===== src/rtl/wirq_pkg.sv =====
package wirq_pkg;
  localparam int                 REG_ADDR_W = 8;
  localparam int                 REG_BYTE_W = 8;
  localparam logic [7:0]         SRC_SEL_ADDR = 8'h03;
  localparam logic [7:0]         LIMIT_BASE_ADDR = 8'h08;
endpackage


===== src/rtl/wirq_regs.sv =====
module wirq_regs #(
  parameter int ADDR_W = 8,
  parameter int BYTE_W = 8,
  parameter int DATA_W = 16,
  parameter int SEL_W = 2,
  parameter logic [ADDR_W-1:0] SRC_ADDR = 8'h03,
  parameter logic [ADDR_W-1:0] LIM_BASE = 8'h08
) (
  input  logic              clk,
  input  logic              rst,
  input  logic [ADDR_W-1:0] addr,
  input  logic [BYTE_W-1:0] wdata,
  input  logic              wr,
  output logic [BYTE_W-1:0] rdata,
  output logic [DATA_W-1:0] lim_lo,
  output logic [DATA_W-1:0] lim_hi,
  output logic [SEL_W-1:0]  sel
);
  localparam int NB = DATA_W / BYTE_W;
  localparam int NBYTES = 2 * NB;

  logic [BYTE_W-1:0] lim_q [NBYTES];
  logic [SEL_W-1:0]  sel_q;
  logic [BYTE_W-1:0] rd_nxt;
  logic              hit_any;

  for (genvar i = 0; i < NBYTES; i++) begin : g_byte
    localparam logic [ADDR_W-1:0] BADDR = LIM_BASE + ADDR_W'(i);
    always_ff @(posedge clk) begin
      if (rst) lim_q[i] <= '0;
      else if (wr && addr == BADDR) lim_q[i] <= wdata;
    end

    byte_wr_chk: assert property (@(posedge clk) disable iff (rst)
      (wr && addr == BADDR) |=> lim_q[i] == $past(wdata));
  end

  for (genvar i = 0; i < NB; i++) begin : g_pack
    assign lim_lo[i*BYTE_W +: BYTE_W] = lim_q[i];
    assign lim_hi[i*BYTE_W +: BYTE_W] = lim_q[NB+i];
  end

  always_ff @(posedge clk) begin
    if (rst) sel_q <= '0;
    else if (wr && addr == SRC_ADDR) sel_q <= wdata[SEL_W-1:0];
  end
  assign sel = sel_q;

  always_comb begin
    rd_nxt  = '0;
    hit_any = 1'b0;
    if (addr == SRC_ADDR) begin
      rd_nxt[SEL_W-1:0] = sel_q;
      hit_any = 1'b1;
    end
    for (int i = 0; i < NBYTES; i++) begin
      if (addr == LIM_BASE + ADDR_W'(i)) begin
        rd_nxt  = lim_q[i];
        hit_any = 1'b1;
      end
    end
  end

  always_ff @(posedge clk) begin
    if (rst) rdata <= '0;
    else     rdata <= rd_nxt;
  end


  unmapped_rd_chk: assert property (@(posedge clk) disable iff (rst)
    !hit_any |=> rdata == '0);

  sel_hold_chk: assert property (@(posedge clk) disable iff (rst)
    !(wr && addr == SRC_ADDR) |=> $stable(sel_q));
endmodule


===== src/rtl/wirq_cmp.sv =====
module wirq_cmp #(
  parameter int DATA_W = 16,
  parameter int N_CH = 4,
  parameter int SEL_W = 2
) (
  input  logic [N_CH*DATA_W-1:0] ch_flat,
  input  logic [SEL_W-1:0]       sel,
  input  logic [DATA_W-1:0]      lim_lo,
  input  logic [DATA_W-1:0]      lim_hi,
  input  logic                   vld,
  output logic                   fire
);
  logic [DATA_W-1:0] ch [N_CH];
  logic [DATA_W-1:0] picked;
  logic              below, above;

  for (genvar k = 0; k < N_CH; k++) begin : g_unpack
    assign ch[k] = ch_flat[k*DATA_W +: DATA_W];
  end

  assign picked = ch[sel];
  assign below  = (picked <= lim_lo);
  assign above  = (picked >  lim_hi);
  assign fire   = vld && (below || above);
endmodule


===== src/rtl/wirq_flag.sv =====
module wirq_flag (
  input  logic clk,
  input  logic rst,
  input  logic set_i,
  input  logic clr_i,
  output logic irq_o
);
  always_ff @(posedge clk) begin
    if (rst)        irq_o <= 1'b0;
    else if (set_i) irq_o <= 1'b1;
    else if (clr_i) irq_o <= 1'b0;
  end


  set_wins_chk: assert property (@(posedge clk) disable iff (rst)
    set_i |=> irq_o);

  clear_drop_chk: assert property (@(posedge clk) disable iff (rst)
    (clr_i && !set_i) |=> !irq_o);

  sticky_hold_chk: assert property (@(posedge clk) disable iff (rst)
    (!set_i && !clr_i) |=> $stable(irq_o));
endmodule


===== src/rtl/win_irq_top.sv =====
module win_irq_top #(
  parameter int DATA_W = 16,
  parameter int N_CH = 4,
  parameter int ADDR_W = wirq_pkg::REG_ADDR_W,
  parameter int BYTE_W = wirq_pkg::REG_BYTE_W
) (
  input  logic                   clk,
  input  logic                   rst,
  input  logic [ADDR_W-1:0]      reg_addr,
  input  logic [BYTE_W-1:0]      reg_wdata,
  input  logic                   reg_wr,
  output logic [BYTE_W-1:0]      reg_rdata,
  input  logic [N_CH*DATA_W-1:0] ch_data,
  input  logic                   sample_vld,
  input  logic                   irq_clr,
  output logic                   irq
);
  localparam int SEL_W = (N_CH > 1) ? $clog2(N_CH) : 1;

  logic [DATA_W-1:0] lim_lo, lim_hi;
  logic [SEL_W-1:0]  sel;
  logic              fire;

  wirq_regs #(
    .ADDR_W(ADDR_W), .BYTE_W(BYTE_W), .DATA_W(DATA_W), .SEL_W(SEL_W),
    .SRC_ADDR(ADDR_W'(wirq_pkg::SRC_SEL_ADDR)),
    .LIM_BASE(ADDR_W'(wirq_pkg::LIMIT_BASE_ADDR))
  ) u_regs (
    .clk(clk), .rst(rst), .addr(reg_addr), .wdata(reg_wdata), .wr(reg_wr),
    .rdata(reg_rdata), .lim_lo(lim_lo), .lim_hi(lim_hi), .sel(sel)
  );

  wirq_cmp #(.DATA_W(DATA_W), .N_CH(N_CH), .SEL_W(SEL_W)) u_cmp (
    .ch_flat(ch_data), .sel(sel), .lim_lo(lim_lo), .lim_hi(lim_hi),
    .vld(sample_vld), .fire(fire)
  );

  wirq_flag u_flag (
    .clk(clk), .rst(rst), .set_i(fire), .clr_i(irq_clr), .irq_o(irq)
  );


  strobe_only_chk: assert property (@(posedge clk) disable iff (rst)
    !sample_vld |=> !$rose(irq));
endmodule


===== config.mk =====
export PLATFORM = sky130hd
export DESIGN_NAME = win_irq_top
export DESIGN_NICKNAME = d
export VERILOG_FILES = /design/src/rtl/wirq_pkg.sv /design/src/rtl/wirq_regs.sv /design/src/rtl/wirq_cmp.sv /design/src/rtl/wirq_flag.sv /design/src/rtl/win_irq_top.sv
export SDC_FILE = /design/constraint.sdc
export NUM_CORES = 1
export LEC_CHECK = 0
export ABC_AREA = 1
export BUFFER_PORTS_ARGS = -buffer_cell sky130_fd_sc_hd__buf_2
export CAP_MARGIN = 20
export CELL_PAD_IN_SITES_DETAIL_PLACEMENT = 1
export CELL_PAD_IN_SITES_GLOBAL_PLACEMENT = 1
export CORE_AREA = 10 10 113 115
export CTS_CLUSTER_SIZE = 8
export DETAILED_ROUTE_END_ITERATION = 16
export DIE_AREA = 0 0 123 125
export PLACE_DENSITY = 0.73
export SYNTH_ARGS = -nofsm -noshare
export SYNTH_HDL_FRONTEND = slang
export SYNTH_SLANG_ARGS = --single-unit

===== constraint.sdc =====
create_clock -name clk -period 4.8 [get_ports clk]
set_input_delay 0.24 -clock clk [delete_from_list [all_inputs] [get_ports clk]]
set_output_delay 0.24 -clock clk [all_outputs]
set_load 0.03 [all_outputs]

==> results.sh, run 1 <==
export IMPL_syn_inst=392
export IMPL_yosys_warnings=0
export IMPL_fmax_ghz=0.392
export IMPL_nets=604
export IMPL_cts_tree="done"
export IMPL_clk_path_buf_depth=2
export IMPL_cts_setup_buffers=0
export IMPL_setup_ws_ps=2250
export IMPL_reg2reg_depth=16
export IMPL_globalplace_congestion=0.968
export IMPL_cts_hold_buf=0
export IMPL_synth_fp_nets=509
export IMPL_reg2reg_to="u_flag.irq_o$_SDFFE_PP0P_"
export IMPL_yosysTopAreaCellShare_pct=31.0
export IMPL_tns_ps=0
export IMPL_rsz0062_at_grt="false"
export IMPL_grt_overflow=0
export IMPL_drv_cap=0
export IMPL_die_w_um=123
export IMPL_crit_path_end="u_flag.irq_o$_SDFFE_PP0P_"
export IMPL_io_pins=94
export IMPL_drc=0
export IMPL_period_needed_ps=2550
export IMPL_fin_total_pwr_mw=0.859
export IMPL_ys_ff_latch=43
export IMPL_cts_num_sinks=43
export IMPL_cts_clk_slew_worst_paths_ps=80
export IMPL_drt_wl_total_mm=11.4
export IMPL_syn_area_per_cell_um2=7.91
export IMPL_grt_pass1_wl_mm=17.8
export IMPL_synthArstFlopShare_pct=0
export IMPL_syn_cell_area_um2=3100
export IMPL_row_count=38
export IMPL_vias_per_cell=4.90
export IMPL_area_growth_syn_to_layout_pct=23.8
export IMPL_reg2reg_slack_ps=2250
export IMPL_p_leak_nw=1.84
export IMPL_tightest_slew_ps=870
export IMPL_dp_hpwl_mm=9.83
export IMPL_numCtsBuffers=5
export IMPL_critPathRequiredTime_ps=4980
export IMPL_grt_usage_pct=14.5
export IMPL_powerDensity_nw_per_um2=224
export IMPL_setup_viol=0
export IMPL_synth_ff_type="edfxtp_1"
export IMPL_synth_edff_count=32
export IMPL_crit_type="reg -> reg"
export IMPL_clockRootBuffer="clkbuf_8"
export IMPL_io_buffers=93
export IMPL_fin_skew_ps=8.97
export IMPL_critPathMaxFanout=33
export IMPL_cp_arrival_ps=2730
export IMPL_status="finished clean"
export IMPL_slew_headroom_pct=41.9
export IMPL_layout_drive_gt1_share_pct=26.9
export IMPL_clk_latency_ps=290
export IMPL_ys_top_cells_by_area="edfxtp_1 (31%), ha_1 (13%), nor2_1 (9.3%), o21ai_0 (7.6%), dfxtp_1 (7.1%)"
export IMPL_utilization_pct=36.2
export IMPL_drt_iter0_drc=204
export IMPL_dr_pass1_iters=7
export IMPL_netlist_top_cells_count="nor2_1 (77), inv_1 (53), nand2_1 (49), o21ai_0 (47)"
export IMPL_via_count=3074
export IMPL_peakVddDrop_v=0.0000962
export IMPL_dieArea_um2=15400
export IMPL_synth_most_common_cell="nor2_1"
export IMPL_fp_dieH_um=125
export IMPL_crit_path_start_kind="flip-flop"
export IMPL_grt_pass1_vias=3357
export IMPL_start_util_pct=29.2
export IMPL_grt_start_max_net_pins=34
export IMPL_antenna_cells=0
export IMPL_cp_end_kind="flip-flop"
export IMPL_yosysTopAreaCell="edfxtp_1"
export IMPL_final_cells=627
export IMPL_pre_cts_slack_ps=2260
export IMPL_fin_crit_sh_pct=53.2
export IMPL_ant_nets=0
export IMPL_r2r_start="u_regs.sel[0]$_SDFFE_PP0P_"
export IMPL_htree_levels=2
export IMPL_slew_violations=0
export IMPL_cp_startpoint="u_regs.sel[0]$_SDFFE_PP0P_"
export IMPL_ys_seq_area_share_pct=38.1
export IMPL_synth_distinct_cells=29
export IMPL_worstHoldPathType="in -> reg"
export IMPL_core_area_um2=10600
export IMPL_antenna_found_initial=0
export IMPL_final_hold_viol_count=0
export IMPL_dp_cells=619
export IMPL_post_drt_wl_per_cell_um=18.2
export IMPL_postCtsResizedCells=0
==> sequential cells by signal, summed over array words and instances, names as in the netlist <==
| register | flops |
|---|---|
| u_regs.lim_q | 32 |
| u_regs.rdata | 8 |
| u_regs.sel | 2 |
| u_flag.irq_o | 1 |
==> layout by cell type (no fill, tap or decap) <==
cell type,n
buf_2,95
nor2_1,77
inv_1,53
nand2_1,49
o21ai_0,47
ha_1,32
edfxtp_1,32
a21oi_1,29
o22ai_1,15
dfxtp_1,11
inv_2,6
nand2_2,5
clkbuf_8,5
nand3_4,4
o221ai_1,4
buf_4,3
nor2_4,2
nand3_2,2
nor4_2,2
nand3_1,2
nor2_2,1
a32o_1,1
o21ai_1,1
a211oi_2,1
o221ai_2,1
a41oi_2,1
a21o_1,1
nand4_1,1
o21a_1,1
a21oi_2,1
clkinvlp_4,1
bufinv_16,1
==> routing by layer <==
| metal | part of all wire [%] | GRT usage, % | vias up | wire [µm] |
|---|---|---|---|---|
| met5 | 0 | 0 | - | 0 |
| met4 | 1.7 | 3.56 | 0 | 189 |
| met3 | 9.1 | 3.78 | 12 | 1040 |
| met2 | 47 | 24.5 | 121 | 5370 |
| met1 | 42 | 18.0 | 1427 | 4810 |
| li1 | - | - | 1514 | - |
==> report_power, final <==
group / switching [mW] / total, mW / internal, mW / leakage (nW)
clock network: 0.122 / 0.274 / 0.152 / 0.0502
logic: 0.0947 / 0.160 / 0.0651 / 1.40
registers: 0.0113 / 0.425 / 0.413 / 0.393
==> worst min path at each step <==
stage	from	to	slack, ps	cells after the start
global placement	rst	u_flag.irq_o$_SDFFE_PP0P_	480	2
floorplan	rst	u_flag.irq_o$_SDFFE_PP0P_	300	1
detailed placement	rst	u_flag.irq_o$_SDFFE_PP0P_	490	2
finish	rst	u_flag.irq_o$_SDFFE_PP0P_	190	2
CTS	rst	u_flag.irq_o$_SDFFE_PP0P_	190	2
global route	rst	u_flag.irq_o$_SDFFE_PP0P_	190	2
==> worst max-delay path: stages (launching register included) <==
cell	delay, ps
dfxtp_1	320
inv_1	630
o21ai_0	170
o22ai_1	300
ha_1	300
nand2_1	80
inv_1	40
nand2_1	70
nand2_1	80
nand2_1	70
nand2_1	50
nand2_1	60
nand2_1	40
nand2_1	60
nand2_1	50
nand2_1	70
a21oi_2	50
==> area by class of cell <==
cell class / count / area [µm²]
well taps: 140 / 175
fillers: 1358 / 6760
flip-flops and latches: 43 / 1180
clock inverters: 2 / 37.5
multi-input cells: 280 / 1660
clock buffers: 5 / 68.8
repair buffers: 98 / 498
inverters: 59 / 221
==> metrics by stage <==
step / area (µm²) / hold slack [ps]
after floorplan: 3100 / 302
after global placement: 3710 / 484
after detailed placement: 3730 / 495
after CTS: 3830 / 191
after global routing: 3840 / 185
final: 3840 / 193
==> logic make-up (layout without fill, tap and decap cells) <==
| logic type | Yosys count | count (layout) | share of synthesized area (%) |
|---|---|---|---|
| adder cells (fa/ha/maj) | 32 | 32 | 12.9 |
| buffers and inverters | 69 | 164 | 8.47 |
| AO/OA/AOI/OAI | 103 | 103 | 19.1 |
| flip-flops | 43 | 43 | 38.1 |
| AND/OR/NAND/NOR | 145 | 145 | 21.4 |
No activity file was read; power rests on OpenSTA's default activity.
==> run 2, diff against run 1 <==
Clock period 4.8 ns to 2.6 ns, I/O delays scaled along.
==> results.sh, run 2 (same netlist as run 1, synthesis figures left out) <==
export IMPL_status="finished clean"
export IMPL_antenna_found_initial=0
export IMPL_grt_usage_pct=14.1
export IMPL_tns_ps=0
export IMPL_fin_skew_ps=4.22
export IMPL_vias_per_cell=4.89
export IMPL_fmax_ghz=0.429
export IMPL_layout_drive_gt1_share_pct=27.9
export IMPL_numCtsBuffers=5
export IMPL_clockRootBuffer="clkbuf_8"
export IMPL_grt_pass1_wl_mm=17.3
export IMPL_dp_hpwl_mm=9.40
export IMPL_worstHoldPathType="in -> reg"
export IMPL_final_hold_viol_count=0
export IMPL_setup_viol=0
export IMPL_critPathRequiredTime_ps=2840
export IMPL_io_buffers=93
export IMPL_crit_type="reg -> reg"
export IMPL_antenna_cells=0
export IMPL_drv_cap=0
export IMPL_cts_num_sinks=43
export IMPL_start_util_pct=29.2
export IMPL_nets=610
export IMPL_slew_headroom_pct=68.7
export IMPL_powerDensity_nw_per_um2=387
export IMPL_fin_total_pwr_mw=1.50
export IMPL_fp_dieH_um=125
export IMPL_dieArea_um2=15400
export IMPL_cts_hold_buf=0
export IMPL_r2r_start="u_regs.sel[0]$_SDFFE_PP0P_"
export IMPL_post_drt_wl_per_cell_um=17.5
export IMPL_final_common_cell="buf_2"
export IMPL_tightest_slew_ps=469
export IMPL_cp_startpoint="u_regs.sel[0]$_SDFFE_PP0P_"
export IMPL_reg2reg_depth=13
export IMPL_cp_end_kind="flip-flop"
export IMPL_final_fill_count=1349
export IMPL_clk_path_buf_depth=2
export IMPL_cts_clk_slew_worst_paths_ps=80
export IMPL_die_w_um=123
export IMPL_drt_wl_total_mm=11.1
export IMPL_drc=0
export IMPL_largest_reg_flops=32
export IMPL_fin_crit_sh_pct=89.6
export IMPL_row_count=38
export IMPL_grt_pass1_vias=3278
export IMPL_ant_nets=0
export IMPL_cp_arrival_ps=2570
export IMPL_peakVddDrop_v=0.000175
export IMPL_cts_tree="done"
export IMPL_critPathMaxFanout=8
export IMPL_period_needed_ps=2330
export IMPL_reg2reg_slack_ps=270
export IMPL_crit_path_start_kind="flip-flop"
export IMPL_whs_ps=43.4
export IMPL_dr_pass1_iters=4
export IMPL_htree_levels=2
export IMPL_slew_violations=0
export IMPL_layout_common_cells="buf_2 (93), nor2_1 (77), inv_1 (52)"
export IMPL_clk_latency_ps=300
export IMPL_rsz0062_at_grt="false"
export IMPL_grt_overflow=0
export IMPL_reg2reg_to="u_flag.irq_o$_SDFFE_PP0P_"
export IMPL_crit_path_end="u_flag.irq_o$_SDFFE_PP0P_"
export IMPL_core_area_um2=10600
export IMPL_p_leak_nw=1.86
export IMPL_top_register="u_regs.lim_q"
export IMPL_globalplace_congestion=0.883
export IMPL_via_count=3101
export IMPL_drt_iter0_drc=164
export IMPL_area_growth_syn_to_layout_pct=25.0
export IMPL_grt_start_max_net_pins=34
export IMPL_io_pins=94
run 2: cell count changes in the layout (fill, tap and decap cells not counted):
cell / previous run / this run
buf_2: 95 / 93
buf_4: 3 / 10
buf_6: 0 / 1
bufinv_16: 1 / 0
clkbuf_1: 0 / 1
clkinv_2: 0 / 1
clkinvlp_4: 1 / 2
inv_1: 53 / 52
run 2: metal layers:
| layer | wire length [µm] | track usage, % | up-vias |
|---|---|---|---|
| met2 | 5090 | 22.8 | 112 |
| met5 | 0 | 0 | - |
| met3 | 848 | 3.20 | 16 |
| met4 | 229 | 4.04 | 0 |
| li1 | - | - | 1522 |
| met1 | 4950 | 18.4 | 1451 |
run 2: worst min path at each step:
| stage | from | to | slack (ps) | cells past startpoint |
|---|---|---|---|---|
| 3_3_place_gp | rst | u_flag.irq_o$_SDFFE_PP0P_ | 360 | 2 |
| 3_5_place_dp | rst | u_flag.irq_o$_SDFFE_PP0P_ | 370 | 2 |
| 4_1_cts | rst | u_flag.irq_o$_SDFFE_PP0P_ | 50 | 2 |
| 6_report | rst | u_flag.irq_o$_SDFFE_PP0P_ | 40 | 2 |
| 5_1_grt | rst | u_flag.irq_o$_SDFFE_PP0P_ | 40 | 2 |
| 2_1_floorplan | rst | u_flag.irq_o$_SDFFE_PP0P_ | 190 | 1 |
run 2: layout make-up:
type                    instances  area (µm²)  share of cell area, %
multi-input cells             280        1660                   42.8
flip-flops and latches         43        1180                   30.5
repair buffers                104         552                   14.2
inverters                      59         225                   5.81
well taps                     140         175                   4.52
clock buffers                   6        72.6                   1.87
clock inverters                 2        12.5                  0.323
run 2: through the flow:
stage / instance area, µm² / worst slack, ps / instances / util (%)
final: 3870 / 270 / 634 / 36.5
after global routing: 3870 / 5.75 / 634 / 36.5
after CTS: 3840 / 218 / 631 / 36.3
after detailed placement: 3760 / 234 / 623 / 35.5
after global placement: 3760 / 318 / 623 / 35.5
after floorplan: 3100 / 622 / 392 / -
run 2: worst max-delay path, cell delays in order (launching register included):
cell	delay, ps
dfxtp_1	390
clkinvlp_4	170
buf_4	190
o21ai_0	140
o22ai_1	130
ha_1	320
nand2_1	100
nor4_2	350
nand2_1	100
nand2_1	80
nand2_1	50
nand2_1	70
nand2_1	60
a21oi_2	110
run 2: power breakdown:
part	leakage [nW]	internal [mW]	switching, mW	total (mW)
combinational	1.43	0.121	0.170	0.291
sequential	0.393	0.763	0.0202	0.783
clock	0.0412	0.188	0.236	0.424
run 2: repair_timing:
item / in CTS / in global routing
hold endpoints to repair: 0 / 0
resized for setup: 0 / 2
buffers inserted: 0 / 3
setup endpoints to repair: 0 / 1
==> run 3, diff against run 2 <==
Settings changed: SETUP_SLACK_MARGIN set to 0.02.
Clock period 2.6 ns to 2.9 ns, I/O delays scaled along.
==> results.sh, run 3 (same netlist as run 1, synthesis figures left out) <==
export IMPL_cp_common_cell="nand2_1"
export IMPL_hold_depth=2
export IMPL_slew_headroom_pct=66.7
export IMPL_fin_crit_sh_pct=81.3
export IMPL_grt_start_max_net_pins=34
export IMPL_cts_num_sinks=43
export IMPL_layout_drive_gt1_share_pct=27.1
export IMPL_htree_levels=2
export IMPL_fin_total_pwr_mw=1.44
export IMPL_worst_path_stages=16
export IMPL_powerDensity_nw_per_um2=373
export IMPL_grt_overflow=0
export IMPL_p_seq_share_pct=48.8
export IMPL_p_switching_mw=0.391
export IMPL_dp_hpwl_mm=9.54
export IMPL_top_register="u_regs.lim_q"
export IMPL_final_hold_viol_count=0
export IMPL_worst_path_buf_inv=2
export IMPL_vias_per_cell=4.90
export IMPL_postCtsResizedCells=0
export IMPL_grt_pass1_wl_mm=17.9
export IMPL_area_growth_syn_to_layout_pct=24.6
export IMPL_reg2reg_depth=16
export IMPL_clk_latency_ps=300
export IMPL_crit_path_start_kind="flip-flop"
export IMPL_final_fill_count=1326
export IMPL_cts_hold_buf=0
export IMPL_clk_path_buf_depth=2
export IMPL_cp_end_kind="flip-flop"
export IMPL_slowest_delay_ps=340
export IMPL_grt_pass1_vias=3340
export IMPL_drt_wl_total_mm=11.3
export IMPL_clockPowerShare_pct=32.8
export IMPL_p_leak_nw=1.86
export IMPL_ant_nets=0
export IMPL_clockRootBuffer="clkbuf_8"
export IMPL_largest_reg_flops=32
export IMPL_tns_ps=0
export IMPL_post_drt_wl_per_cell_um=17.9
export IMPL_rsz0062_at_grt="false"
export IMPL_dpl_cell_area_um2=3750
export IMPL_nets=606
export IMPL_grt_usage_pct=14.5
export IMPL_dr_pass1_iters=4
export IMPL_critPathRequiredTime_ps=3090
export IMPL_start_util_pct=29.2
export IMPL_fin_area_um2=3860
export IMPL_cpMaxStageDelayCell="inv_1"
export IMPL_p_sw_share_pct=27.2
export IMPL_cts_setup_buffers=0
export IMPL_fmax_ghz=0.424
export IMPL_core_area_um2=10600
export IMPL_status="finished clean"
export IMPL_pwr_share_comb_pct=18.4
export IMPL_path_cells="inv_1 > o21ai_0 > o22ai_1 > ha_1 > nand2_1 > inv_1 > nand2_1 > nand2_1 > nand2_1 > nand2_1 > nand2_1 > nand2_1 > nand2_1 > nand2_1 > nand2_1 > a21oi_2"
export IMPL_antenna_found_initial=0
export IMPL_row_count=38
export IMPL_critPathTopFamily="simple AND/OR/NAND/NOR gates"
export IMPL_setup_viol=0
export IMPL_die_w_um=123
export IMPL_worstHoldPathType="in -> reg"
export IMPL_numCtsBuffers=5
export IMPL_io_buffers=93
export IMPL_cts_tree="done"
export IMPL_drt_iter0_drc=231
export IMPL_fin_skew_ps=7.09
export IMPL_power_internal_mw=1.05
export IMPL_slew_violations=0
export IMPL_io_pins=94
export IMPL_peakVddDrop_v=0.000179
export IMPL_period_needed_ps=2360
export IMPL_drc=0
export IMPL_tightest_slew_ps=495
export IMPL_cp_arrival_ps=2550
export IMPL_critPathMaxFanout=18
export IMPL_crit_type="reg -> reg"
export IMPL_via_count=3086
export IMPL_fp_dieH_um=125
export IMPL_antenna_cells=0
export IMPL_layout_common_cells="buf_2 (93), nor2_1 (77), inv_1 (53)"
export IMPL_final_common_cell="buf_2"
export IMPL_globalplace_congestion=0.940
export IMPL_drv_cap=0
export IMPL_cts_clk_slew_worst_paths_ps=90
export IMPL_dieArea_um2=15400
run 3: final timing paths:
path | startpoint | endpoint | slack (ps)
min | rst | u_flag.irq_o$_SDFFE_PP0P_ | 100
max | u_regs.sel[1]$_SDFFE_PP0P_ | u_flag.irq_o$_SDFFE_PP0P_ | 540
max reg2reg | u_regs.sel[1]$_SDFFE_PP0P_ | u_flag.irq_o$_SDFFE_PP0P_ | 540
min reg2reg | u_regs.sel[0]$_SDFFE_PP0P_ | u_regs.sel[0]$_SDFFE_PP0P_ | 480
run 3: layout make-up:
type                    instances  area, µm²  area share, %
multi-input cells             280       1660           42.9
well taps                     140        175           4.53
repair buffers                100        518           13.4
inverters                      59        221           5.73
clock buffers                   5       68.8           1.78
clock inverters                 3       42.5           1.10
flip-flops and latches         43       1180           30.6
run 3: layer usage:
metal	up-vias	GRT usage, %	part of all wire [%]
met5	-	0	0
met4	0	3.36	1.8
met3	14	3.92	9.7
met2	118	23.7	45
met1	1435	18.6	43
li1	1519	-	-
run 3: metrics by stage:
stage / worst slack [ps] / std cells / util [%] / hold WS (ps)
after floorplan: 922 / 392 / - / 207
after global placement: 715 / 622 / 35.4 / 383
after detailed placement: 624 / 622 / 35.4 / 405
after CTS: 570 / 630 / 36.4 / 88.0
after global routing: 331 / 630 / 36.4 / 86.2
final: 543 / 630 / 36.4 / 97.1
run 3: power groups by stage:
stage                     Sequential [mW]  Combinational (mW)  Clock, mW
after floorplan                     0.710               0.141          0
after global placement              0.716               0.253          0
after detailed placement            0.716               0.264          0
after CTS                           0.702               0.267      0.481
after global routing                0.705               0.302      0.509
final                               0.703               0.265      0.473
